[config.mk]
export PLATFORM = sky130hd
export DESIGN_NAME = async_tx
export DESIGN_NICKNAME = d
export VERILOG_FILES = /design/src/rtl/async_tx_pkg.sv /design/src/rtl/tx_baud_div.sv /design/src/rtl/tx_hold.sv /design/src/rtl/tx_frame_engine.sv /design/src/rtl/async_tx.sv
export SDC_FILE = /design/constraint.sdc
export NUM_CORES = 1
export LEC_CHECK = 0
export ABC_CLOCK_PERIOD_IN_PS = 6500
export BUFFER_PORTS_ARGS = -buffer_cell sky130_fd_sc_hd__buf_2
export CAP_MARGIN = 10
export CELL_PAD_IN_SITES_DETAIL_PLACEMENT = 0
export CELL_PAD_IN_SITES_GLOBAL_PLACEMENT = 1
export CORE_ASPECT_RATIO = 1.75
export CORE_MARGIN = 2
export CORE_UTILIZATION = 25
export CTS_BUF_LIST = sky130_fd_sc_hd__clkbuf_4 sky130_fd_sc_hd__clkbuf_8
export DETAILED_ROUTE_END_ITERATION = 8
export PLACE_DENSITY = 0.58
export SLEW_MARGIN = 0
export SYNTH_ARGS = -nofsm -noshare
export SYNTH_HDL_FRONTEND = slang
export SYNTH_SLANG_ARGS = --single-unit
[constraint.sdc]
create_clock -name clk -period 6.5 [get_ports clk]
set_input_delay 0.325 -clock clk [delete_from_list [all_inputs] [get_ports clk]]
set_output_delay 0.325 -clock clk [all_outputs]
set_load 0.01 [all_outputs]
[src/rtl/async_tx_pkg.sv]
package async_tx_pkg;

    localparam int OVS     = 16;               // enable ticks per full bit
    localparam int DATA_W  = 8;                // widest character
    localparam int TCNT_W  = $clog2(OVS);
    localparam int STOP_W  = $clog2(2 * OVS);
    localparam int BIDX_W  = $clog2(DATA_W);

    typedef enum logic [1:0] {
        PAR_NONE = 2'd0,
        PAR_EVEN = 2'd1,
        PAR_ODD  = 2'd2,
        PAR_OFF  = 2'd3
    } par_mode_e;

    typedef enum logic [1:0] {
        STB_ONE      = 2'd0,
        STB_ONE_HALF = 2'd1,
        STB_TWO      = 2'd2,
        STB_TWO_ALT  = 2'd3
    } stop_len_e;

    typedef enum logic [2:0] {
        ST_IDLE,
        ST_START,
        ST_DATA,
        ST_PARITY,
        ST_STOP
    } tx_state_e;

    typedef struct packed {
        logic [DATA_W-1:0] bits;
        logic [BIDX_W-1:0] last_idx;
        logic              par_en;
        logic              par_val;
        logic [STOP_W-1:0] stop_last;
    } frame_t;

    function automatic frame_t build_frame(input logic [DATA_W-1:0] data,
                                           input logic [1:0]        len_sel,
                                           input par_mode_e         pm,
                                           input stop_len_e         sl);
        frame_t            f;
        logic [DATA_W-1:0] mask;
        mask        = {DATA_W{1'b1}} >> (2'd3 - len_sel);
        f.bits      = data & mask;
        f.last_idx  = BIDX_W'(len_sel) + BIDX_W'(4);
        f.par_en    = (pm == PAR_EVEN) || (pm == PAR_ODD);
        f.par_val   = (pm == PAR_ODD) ? ~(^f.bits) : (^f.bits);
        case (sl)
            STB_ONE:      f.stop_last = STOP_W'(OVS - 1);
            STB_ONE_HALF: f.stop_last = STOP_W'(OVS + OVS / 2 - 1);
            default:      f.stop_last = STOP_W'(2 * OVS - 1);
        endcase
        return f;
    endfunction

endpackage

[src/rtl/tx_baud_div.sv]
module tx_baud_div #(
    parameter int DIV_W = 16
) (
    input  logic             clk,
    input  logic             rst,
    input  logic [DIV_W-1:0] divisor,
    output logic             tick
);
    logic [DIV_W-1:0] cnt;
    logic [DIV_W-1:0] limit;

    assign limit = (divisor == '0) ? '0 : divisor - DIV_W'(1);
    assign tick  = (cnt >= limit);

    always_ff @(posedge clk) begin
        if (rst)       cnt <= '0;
        else if (tick) cnt <= '0;
        else           cnt <= cnt + DIV_W'(1);
    end


    tick_gap_chk: assert property (@(posedge clk) disable iff (rst)
        (tick && divisor > DIV_W'(1)) |=> (!tick || divisor < DIV_W'(2)));

endmodule

[src/rtl/tx_hold.sv]
module tx_hold
    import async_tx_pkg::*;
(
    input  logic              clk,
    input  logic              rst,
    input  logic              wr_en,
    input  logic [DATA_W-1:0] wr_data,
    input  logic              take,
    output logic              hold_valid,
    output logic [DATA_W-1:0] hold_data
);
    logic accept;

    assign accept = wr_en && !hold_valid;

    always_ff @(posedge clk) begin
        if (rst) begin
            hold_valid <= 1'b0;
            hold_data  <= '0;
        end else if (take) begin
            hold_valid <= 1'b0;
        end else if (accept) begin
            hold_valid <= 1'b1;
            hold_data  <= wr_data;
        end
    end


    hold_keep_chk: assert property (@(posedge clk) disable iff (rst)
        (hold_valid && !take) |=> (hold_valid && $stable(hold_data)));


    take_valid_chk: assert property (@(posedge clk) disable iff (rst)
        take |-> hold_valid);

endmodule

[src/rtl/tx_frame_engine.sv]
module tx_frame_engine
    import async_tx_pkg::*;
(
    input  logic              clk,
    input  logic              rst,
    input  logic              tick,
    input  logic              hold_valid,
    input  logic [DATA_W-1:0] hold_data,
    input  logic [1:0]        char_len,
    input  logic [1:0]        par_mode,
    input  logic [1:0]        stop_len,
    output logic              take,
    output logic              ser_bit,
    output logic              busy
);
    tx_state_e         state;
    frame_t            cur;
    frame_t            nxt;
    logic [TCNT_W-1:0] tcnt;
    logic [BIDX_W-1:0] bidx;
    logic [STOP_W-1:0] scnt;
    logic              bit_end;
    logic              stop_end;

    assign nxt      = build_frame(hold_data, char_len, par_mode_e'(par_mode),
                                  stop_len_e'(stop_len));
    assign bit_end  = tick && (tcnt == TCNT_W'(OVS - 1));
    assign stop_end = (state == ST_STOP) && tick && (scnt == cur.stop_last);
    assign take     = hold_valid && ((state == ST_IDLE) || stop_end);
    assign busy     = (state != ST_IDLE);

    always_ff @(posedge clk) begin
        if (rst) begin
            state <= ST_IDLE;
            cur   <= '0;
            tcnt  <= '0;
            bidx  <= '0;
            scnt  <= '0;
        end else if (take) begin
            state <= ST_START;
            cur   <= nxt;
            tcnt  <= '0;
            bidx  <= '0;
            scnt  <= '0;
        end else if (tick) begin
            tcnt <= bit_end ? '0 : tcnt + TCNT_W'(1);
            case (state)
                ST_START: if (bit_end) state <= ST_DATA;
                ST_DATA: begin
                    if (bit_end) begin
                        if (bidx == cur.last_idx) begin
                            state <= cur.par_en ? ST_PARITY : ST_STOP;
                            scnt  <= '0;
                        end else begin
                            bidx <= bidx + BIDX_W'(1);
                        end
                    end
                end
                ST_PARITY: begin
                    if (bit_end) begin
                        state <= ST_STOP;
                        scnt  <= '0;
                    end
                end
                ST_STOP: begin
                    if (scnt == cur.stop_last) state <= ST_IDLE;
                    else                       scnt  <= scnt + STOP_W'(1);
                end
                default: state <= ST_IDLE;
            endcase
        end
    end

    always_comb begin
        case (state)
            ST_START:  ser_bit = 1'b0;
            ST_DATA:   ser_bit = cur.bits[bidx];
            ST_PARITY: ser_bit = cur.par_val;
            default:   ser_bit = 1'b1;
        endcase
    end


    bit_steady_chk: assert property (@(posedge clk) disable iff (rst)
        ((state == ST_START || state == ST_DATA || state == ST_PARITY) && !tick)
        |=> ($stable(state) && $stable(ser_bit)));


    bit_range_chk: assert property (@(posedge clk) disable iff (rst)
        (state == ST_DATA) |-> (bidx <= cur.last_idx));


    stop_hold_chk: assert property (@(posedge clk) disable iff (rst)
        (state == ST_STOP && !tick) |=> (state == ST_STOP));

endmodule

[src/rtl/async_tx.sv]
module async_tx
    import async_tx_pkg::*;
#(
    parameter int DIV_W = 16
) (
    input  logic             clk,
    input  logic             rst,
    input  logic [DIV_W-1:0] divisor,
    input  logic [1:0]       char_len,
    input  logic [1:0]       par_mode,
    input  logic [1:0]       stop_len,
    input  logic             brk,
    input  logic             wr_en,
    input  logic [7:0]       wr_data,
    output logic             txd,
    output logic             thr_empty,
    output logic             tx_idle
);
    logic              tick;
    logic              take;
    logic              hold_valid;
    logic [DATA_W-1:0] hold_data;
    logic              ser_bit;
    logic              busy;

    tx_baud_div #(.DIV_W(DIV_W)) u_div (
        .clk     (clk),
        .rst     (rst),
        .divisor (divisor),
        .tick    (tick)
    );

    tx_hold u_hold (
        .clk        (clk),
        .rst        (rst),
        .wr_en      (wr_en),
        .wr_data    (wr_data),
        .take       (take),
        .hold_valid (hold_valid),
        .hold_data  (hold_data)
    );

    tx_frame_engine u_eng (
        .clk        (clk),
        .rst        (rst),
        .tick       (tick),
        .hold_valid (hold_valid),
        .hold_data  (hold_data),
        .char_len   (char_len),
        .par_mode   (par_mode),
        .stop_len   (stop_len),
        .take       (take),
        .ser_bit    (ser_bit),
        .busy       (busy)
    );

    assign txd       = brk ? 1'b0 : ser_bit;
    assign thr_empty = !hold_valid;
    assign tx_idle   = !busy && !hold_valid;


    idle_line_chk: assert property (@(posedge clk) disable iff (rst)
        tx_idle |-> (txd || brk));

endmodule

==> results.md, run 1 <==
- Largest cells by area after synthesis: dfxtp_1, ha_1, xor2_1
- Hold-fix buffers at CTS: 0
- Final setup margin: just over 2 ns
- Final Skew: 0.007468 ns
- Seq/Total Area, Yosys: roughly a third
- Syn_area_per_cell: about 8.5 sq um
- FMAX: between 200 and 250 MHz
- Root buf cell: clkbuf_8
- CP required: a little under 7 ns
- Tcrit/Tclk final: a little under 70%
- Vias: ~3000
- RSZ-0062 raised after global routing: false
- Critical Path Fanout Max: 17
- Run status: finished clean
- HPWL Detailed: roughly 6700 um
- Time the worst path needs with I/O delays and setup: roughly 4.4 ns
- Synth cell types: 51
- Die width: roughly 93 um
- Busiest grt layer: met2
- Iteration-0 DRC Markers: 150
- Fin. max-slew vios: 0
- CP Class: input pin to flop
- R2r setup slk: ~3.4 ns
- Post_cts resized: 0
- Final core area utilization: roughly 28%
- I/O Pins: 37
- Clock-pin slew on the worst setup and hold paths: ~0.10 ns
- Tot Pwr: 677.6 uW
- # fillers: 1484
- Most numerous cell in the Yosys netlist: dfxtp_1
- Hold Path Class: input pin to flop
- Global Route Usage Sum: roughly an eighth
- H-tree levels: 2
- CTS buffer count: 5
- Synth Register Bits: between 50 and 60
- Clock latency on the worst-skew pair: slightly above 0.3 ns
- Share of the synthesized area in the top cell type: roughly a third
- Ys flop type: dfxtp_1
- Critical R2R Launch: u_div.cnt[0]
- Pwr dens: 176.8 nW/um^2
- Initial antenna violation count: 0
- Max VDD drop: 0.06809 mV
- Vert. Die Dim: around 160 um
- Total clock sinks: between 50 and 60
- DRC: 0
- Met2 Track Usage GR: about a quarter
- Setup total negative slack: 0 ns
- FF-to-FF End: u_div.cnt[9]
- Nets: around 490
- Final setup fails: 0
- Global route overflow: 0
- CTS tree: done
- Area delta synth->final: 11.42%
- Most frequent cells after synthesis: dfxtp_1, nand2_1, nor2_1
- Share of cells above drive strength 1: ~15%
- Async SR Flop Fraction: 0%
- Vias/cell: 4.843
- Row cnt: 56
- Starting density of the core: roughly a quarter
- Crit path from: divisor[9]
- Largest net degree at the start of global routing: 27
- PortBufs: 36
- R2R depth: 8
- Final non-filler cell area: 3832 sq um
- Worst-Margin Slew: about 0.96 ns
- Routed wire length: about 8600 um
- Post-Syn Area: around 3400 sq um
- Ant diodes: 0
- Met1 GRT Util: 11.89%
- First-pass GRT wire length: 14090 um
- Core ar.: between 10000 and 15000 sq um
- WL/cell: between 10 and 15 um
- Cell count after synthesis: a little over 400
- MaxCap Viol Count: 0
- Leak: about 1.5 nW
- Final Hold Vio Count: 0
- Pre-CTS setup slack: about 1.7 ns
- Element type at the critical path end: flop
- Post-synth EDFFs: 0
- CP arrival: between 4 and 5 ns
- Crit path to: u_div.cnt[9]
- Post-CTS Setup Bufs: 0
- RD Place Congestion: around 0.8
- Worst-case clock buffer depth: 2
- Met3 Usage GRT: between 1.5 and 2%
- DRT antenna net count: 0
- DIE AREA: between 10000 and 15000 sq um
- Vias in the first global route: between 2000 and 3000
- Syn_nets: around 460
- Yosys warning count: 0
- Worst Setup Start Kind: input pin
- Synth area leader: dfxtp_1
- Relative slew slack: a little over a third
- Placed Area: approximately 3700 sq um
- Drt pass-1 iters: 6
## area by class of cell
class                      count  area, sq um  share of cell area (%)
inverter                       9        33.78                  0.8815
tap                          174        217.7                   5.681
sequential                    55         1101                   28.73
multi-input combinational    322         2196                   57.30
timing repair buffer          36        180.2                   4.701
clock buffer                   8        103.9                   2.710
## worst max-delay path, cell delays in order
cell       delay (ns)
buf_2            0.12
or4_1            0.60
nor4_1           0.25
nor2b_1          0.24
nand4b_2         0.34
and2_1           0.30
ha_1             0.26
nand2b_1         0.13
a2111oi_0        0.54
and3b_1          0.31
nor3_4           0.51
nand2b_2         0.52
nor2_1           0.23
## kinds of logic after synthesis
group | share of synthesized area, %
XOR/XNOR | 10.69
AND/OR/NAND/NOR | 28.77
adder cells (fa/ha/maj) | 8.367
AO/OA/AOI/OAI | 11.79
multiplexers | 4.220
flip-flops | 32.01
buffers and inverters | 4.147
## cells in the final DEF (no fill, tap or decap), drive strengths merged, types with 2 or more instances in the layout
cell / instances
a21oi: 32
a311oi: 6
a31oi: 5
and2: 3
and3: 7
buf: 36
clkbuf: 8
dfxtp: 55
ha: 23
inv: 9
mux2i: 10
mux4: 2
nand2: 38
nand2b: 6
nand3: 21
nand3b: 3
nand4: 9
nand4b: 2
nor2: 44
nor2b: 4
nor3: 17
nor4: 10
o21ai: 16
o31ai: 6
or3: 4
or4: 4
xnor2: 20
xor2: 22
## registers in the layout, indices dropped and copies added, names as in the netlist
name,count
u_eng.cur,15
u_hold.hold_data,8
u_hold.hold_valid,1
u_eng.state,3
u_eng.bidx,3
u_eng.scnt,5
u_div.cnt,16
u_eng.tcnt,4
## worst min-delay path by stage
stage	start	to	slack, ns	cells past startpoint
floorplan	wr_en	u_hold.hold_valid	0.44	2
global placement	u_eng.cur[15]	u_eng.cur[15]	0.47	2
detailed placement	u_eng.cur[15]	u_eng.cur[15]	0.47	2
CTS	wr_en	u_hold.hold_valid	0.23	3
global route	wr_data[1]	u_hold.hold_data[1]	0.24	3
finish	wr_en	u_hold.hold_valid	0.23	3
## per-stage QoR
stage / std cells / hold slack (ns)
floorplan: 404 / 0.4408
global placement: 596 / 0.4667
detailed placement: 596 / 0.4683
CTS: 604 / 0.2312
global route: 604 / 0.2385
finish: 604 / 0.2349
## where the power goes
group / switching [mW] / leakage [nW] / internal [mW] / total (mW)
Clock: 0.113 / 0.0549 / 0.102 / 0.214
Sequential: 0.0120 / 0.447 / 0.349 / 0.360
Combinational: 0.0578 / 0.968 / 0.0450 / 0.103
## per-layer routing
| metal | share of wire (%) | wire length (um) |
|---|---|---|
| met1 | 38 | 3321 |
| met2 | 57 | 4932 |
| met3 | 1.9 | 161 |
| met4 | 2.5 | 218 |
| met5 | 0 | 0 |
No activity file was read; power rests on OpenSTA's default activity.
==> run 2, diff against run 1 <==
ABC_CLOCK_PERIOD_IN_PS = 4300   (was 6500)
clock period = 4.3 ns   (was 6.5 ns; I/O delays follow)
==> results.md, run 2 (synthesized netlist as in run 1, its figures left out) <==
- Run status: finished clean
- Flip-flop count of the largest register after layout: 16
- DRC: 0
- Final setup margin: 0.6636 ns
- H-tree levels: 2
- FF-to-FF End: u_div.cnt[10]
- Worst-Margin Slew: ~0.94 ns
- # fillers: 1470
- CTS buffer count: 5
- Vias in the first global route: between 3000 and 4000
- Core ar.: approximately 13000 sq um
- Area delta synth->final: 12.26%
- Placed Area: about 3800 sq um
- FMAX: ~280 MHz
- Critical R2R Launch: u_div.cnt[0]
- First-pass GRT wire length: 14020 um
- HPWL Detailed: ~6600 um
- Total clock sinks: 55
- Die width: about 93 um
- Reg with most FFs: u_div.cnt
- Cells on Worst Hold Path: 3
- R2R depth: 8
- Routed wire length: around 8400 um
- Initial antenna violation count: 0
- Time the worst path needs with I/O delays and setup: about 3.6 ns
- I/O Pins: 37
- Final setup fails: 0
- CP Class: input pin to flop
- Top delay family on crit path: simple AND/OR/NAND/NOR gates
- Largest net degree at the start of global routing: 27
- Hold Path Class: input pin to flop
- Final non-filler cell area: just under 4000 sq um
- Final Hold Vio Count: 0
- CP required: about 4.6 ns
- Clock-pin slew on the worst setup and hold paths: roughly 0.11 ns
- RSZ-0062 raised after global routing: false
- WL/cell: 13.89 um
- Max incr delay on CP: roughly 0.6 ns
- Fin. max-slew vios: 0
- Pwr dens: approximately 270 nW/um^2
- Share of cells above drive strength 1: 16.13%
- CP arrival: 3.90 ns
- RD Place Congestion: 0.8084
- Row cnt: 56
- R2r setup slk: between 1.5 and 2 ns
- Leak: around 1.5 nW
- Global Route Usage Sum: a little under an eighth
- Relative slew slack: 36.91%
- Tot Pwr: approximately 1.0 mW
- CTS tree: done
- Crit-path cells: buf_2, or4_1, nor4_1, nor2b_1, nand4b_2, buf_4, nand2_1, ha_1, a21oi_2, o21ai_1, or4_4, nor3_4, nand2b_2, nor2_1
- Vias: 2929
- Clock latency on the worst-skew pair: about 0.33 ns
- Worst Setup Start Kind: input pin
- CP Buf/Inv Count: 2
- Vert. Die Dim: roughly 160 um
- Post-CTS Setup Bufs: 0
- CP max-delay cell: or4_1
- Nets: a little under 500
- Worst Hold Endpoint: u_hold.hold_valid
- Setup total negative slack: 0 ns
- Tcrit/Tclk final: a little over four fifths
- Ant diodes: 0
- DIE AREA: 14750 sq um
- Hold-fix buffers at CTS: 0
- Worst-case clock buffer depth: 2
- PortBufs: 36
- Pre-CTS setup slack: approximately 0.28 ns
- Critical Path Fanout Max: 16
- Root buf cell: clkbuf_8
- Vias/cell: a little under 5
- Largest regs: u_div.cnt (16), u_eng.cur (15), u_hold.hold_data (8)
- DRT antenna net count: 0
- HP Start: wr_en
- Commonest non-fill, non-tap cell in the layout: dfxtp_1
- Max VDD drop: 0.1268 mV
- Commonest non-fill, non-tap cells in the layout: dfxtp_1, nand2_1, buf_2, nor2_1, a21oi_1
- Drt pass-1 iters: 4
- Element type at the critical path end: flop
- Starting density of the core: 25.57%
- Final Skew: 0.01733 ns
- Post_cts resized: 0
- MaxCap Viol Count: 0
- Iteration-0 DRC Markers: 88
- Global route overflow: 0
run 2: cell types whose count changed in the layout (fill, tap and decap cells not counted), sizes merged:
| cell | before | now |
|---|---|---|
| buf | 36 | 40 |
| clkbuf | 8 | 5 |
| clkinv | 0 | 2 |
| inv | 9 | 10 |
run 2: routing by layer:
layer,routed length [um],share of wire [%],track usage [%],up-vias
li1,-,-,-,1509
met1,3360,40,12.14,1373
met2,4793,57,23.16,36
met3,129,1.5,1.183,11
met4,160,1.9,3.810,0
met5,0,0,0,-
run 2: tightest hold or removal path: stages:
cell,delay [ns]
buf_2,0.08
nor2_1,0.03
nor2_1,0.06
run 2: worst max path at each step:
stage | from | to | slack, ns | cells after the start
after floorplan | divisor[9] | u_div.cnt[2] | 0.81 | 15
after global placement | divisor[9] | u_div.cnt[3] | 0.37 | 14
after detailed placement | divisor[9] | u_div.cnt[7] | 0.28 | 14
after CTS | divisor[9] | u_div.cnt[3] | 0.61 | 14
after global routing | divisor[9] | u_div.cnt[8] | 0.28 | 13
final | divisor[9] | u_div.cnt[10] | 0.66 | 14
run 2: layout make-up:
class                   count  area, sq um  share of cell area (%)
clock buffers               5        68.82                   1.782
clock inverters             3        33.78                  0.8749
inverters                   9        33.78                  0.8749
multi-input cells         322         2196                   56.87
flip-flops and latches     55         1101                   28.52
well taps                 174        217.7                   5.638
repair buffers             40        210.2                   5.444
run 2: report_power, final:
part | total, mW | switching [mW] | internal [mW]
combinational | 0.156 | 0.0883 | 0.0681
clock | 0.326 | 0.203 | 0.123
sequential | 0.545 | 0.0175 | 0.527
run 2: stage by stage:
stage / std cells / hold WS (ns) / util [%]
floorplan: 404 / 0.3308 / -
global placement: 600 / 0.4312 / 27.94
detailed placement: 600 / 0.4393 / 27.94
CTS: 608 / 0.09784 / 28.70
global route: 608 / 0.1086 / 28.70
finish: 608 / 0.09629 / 28.70
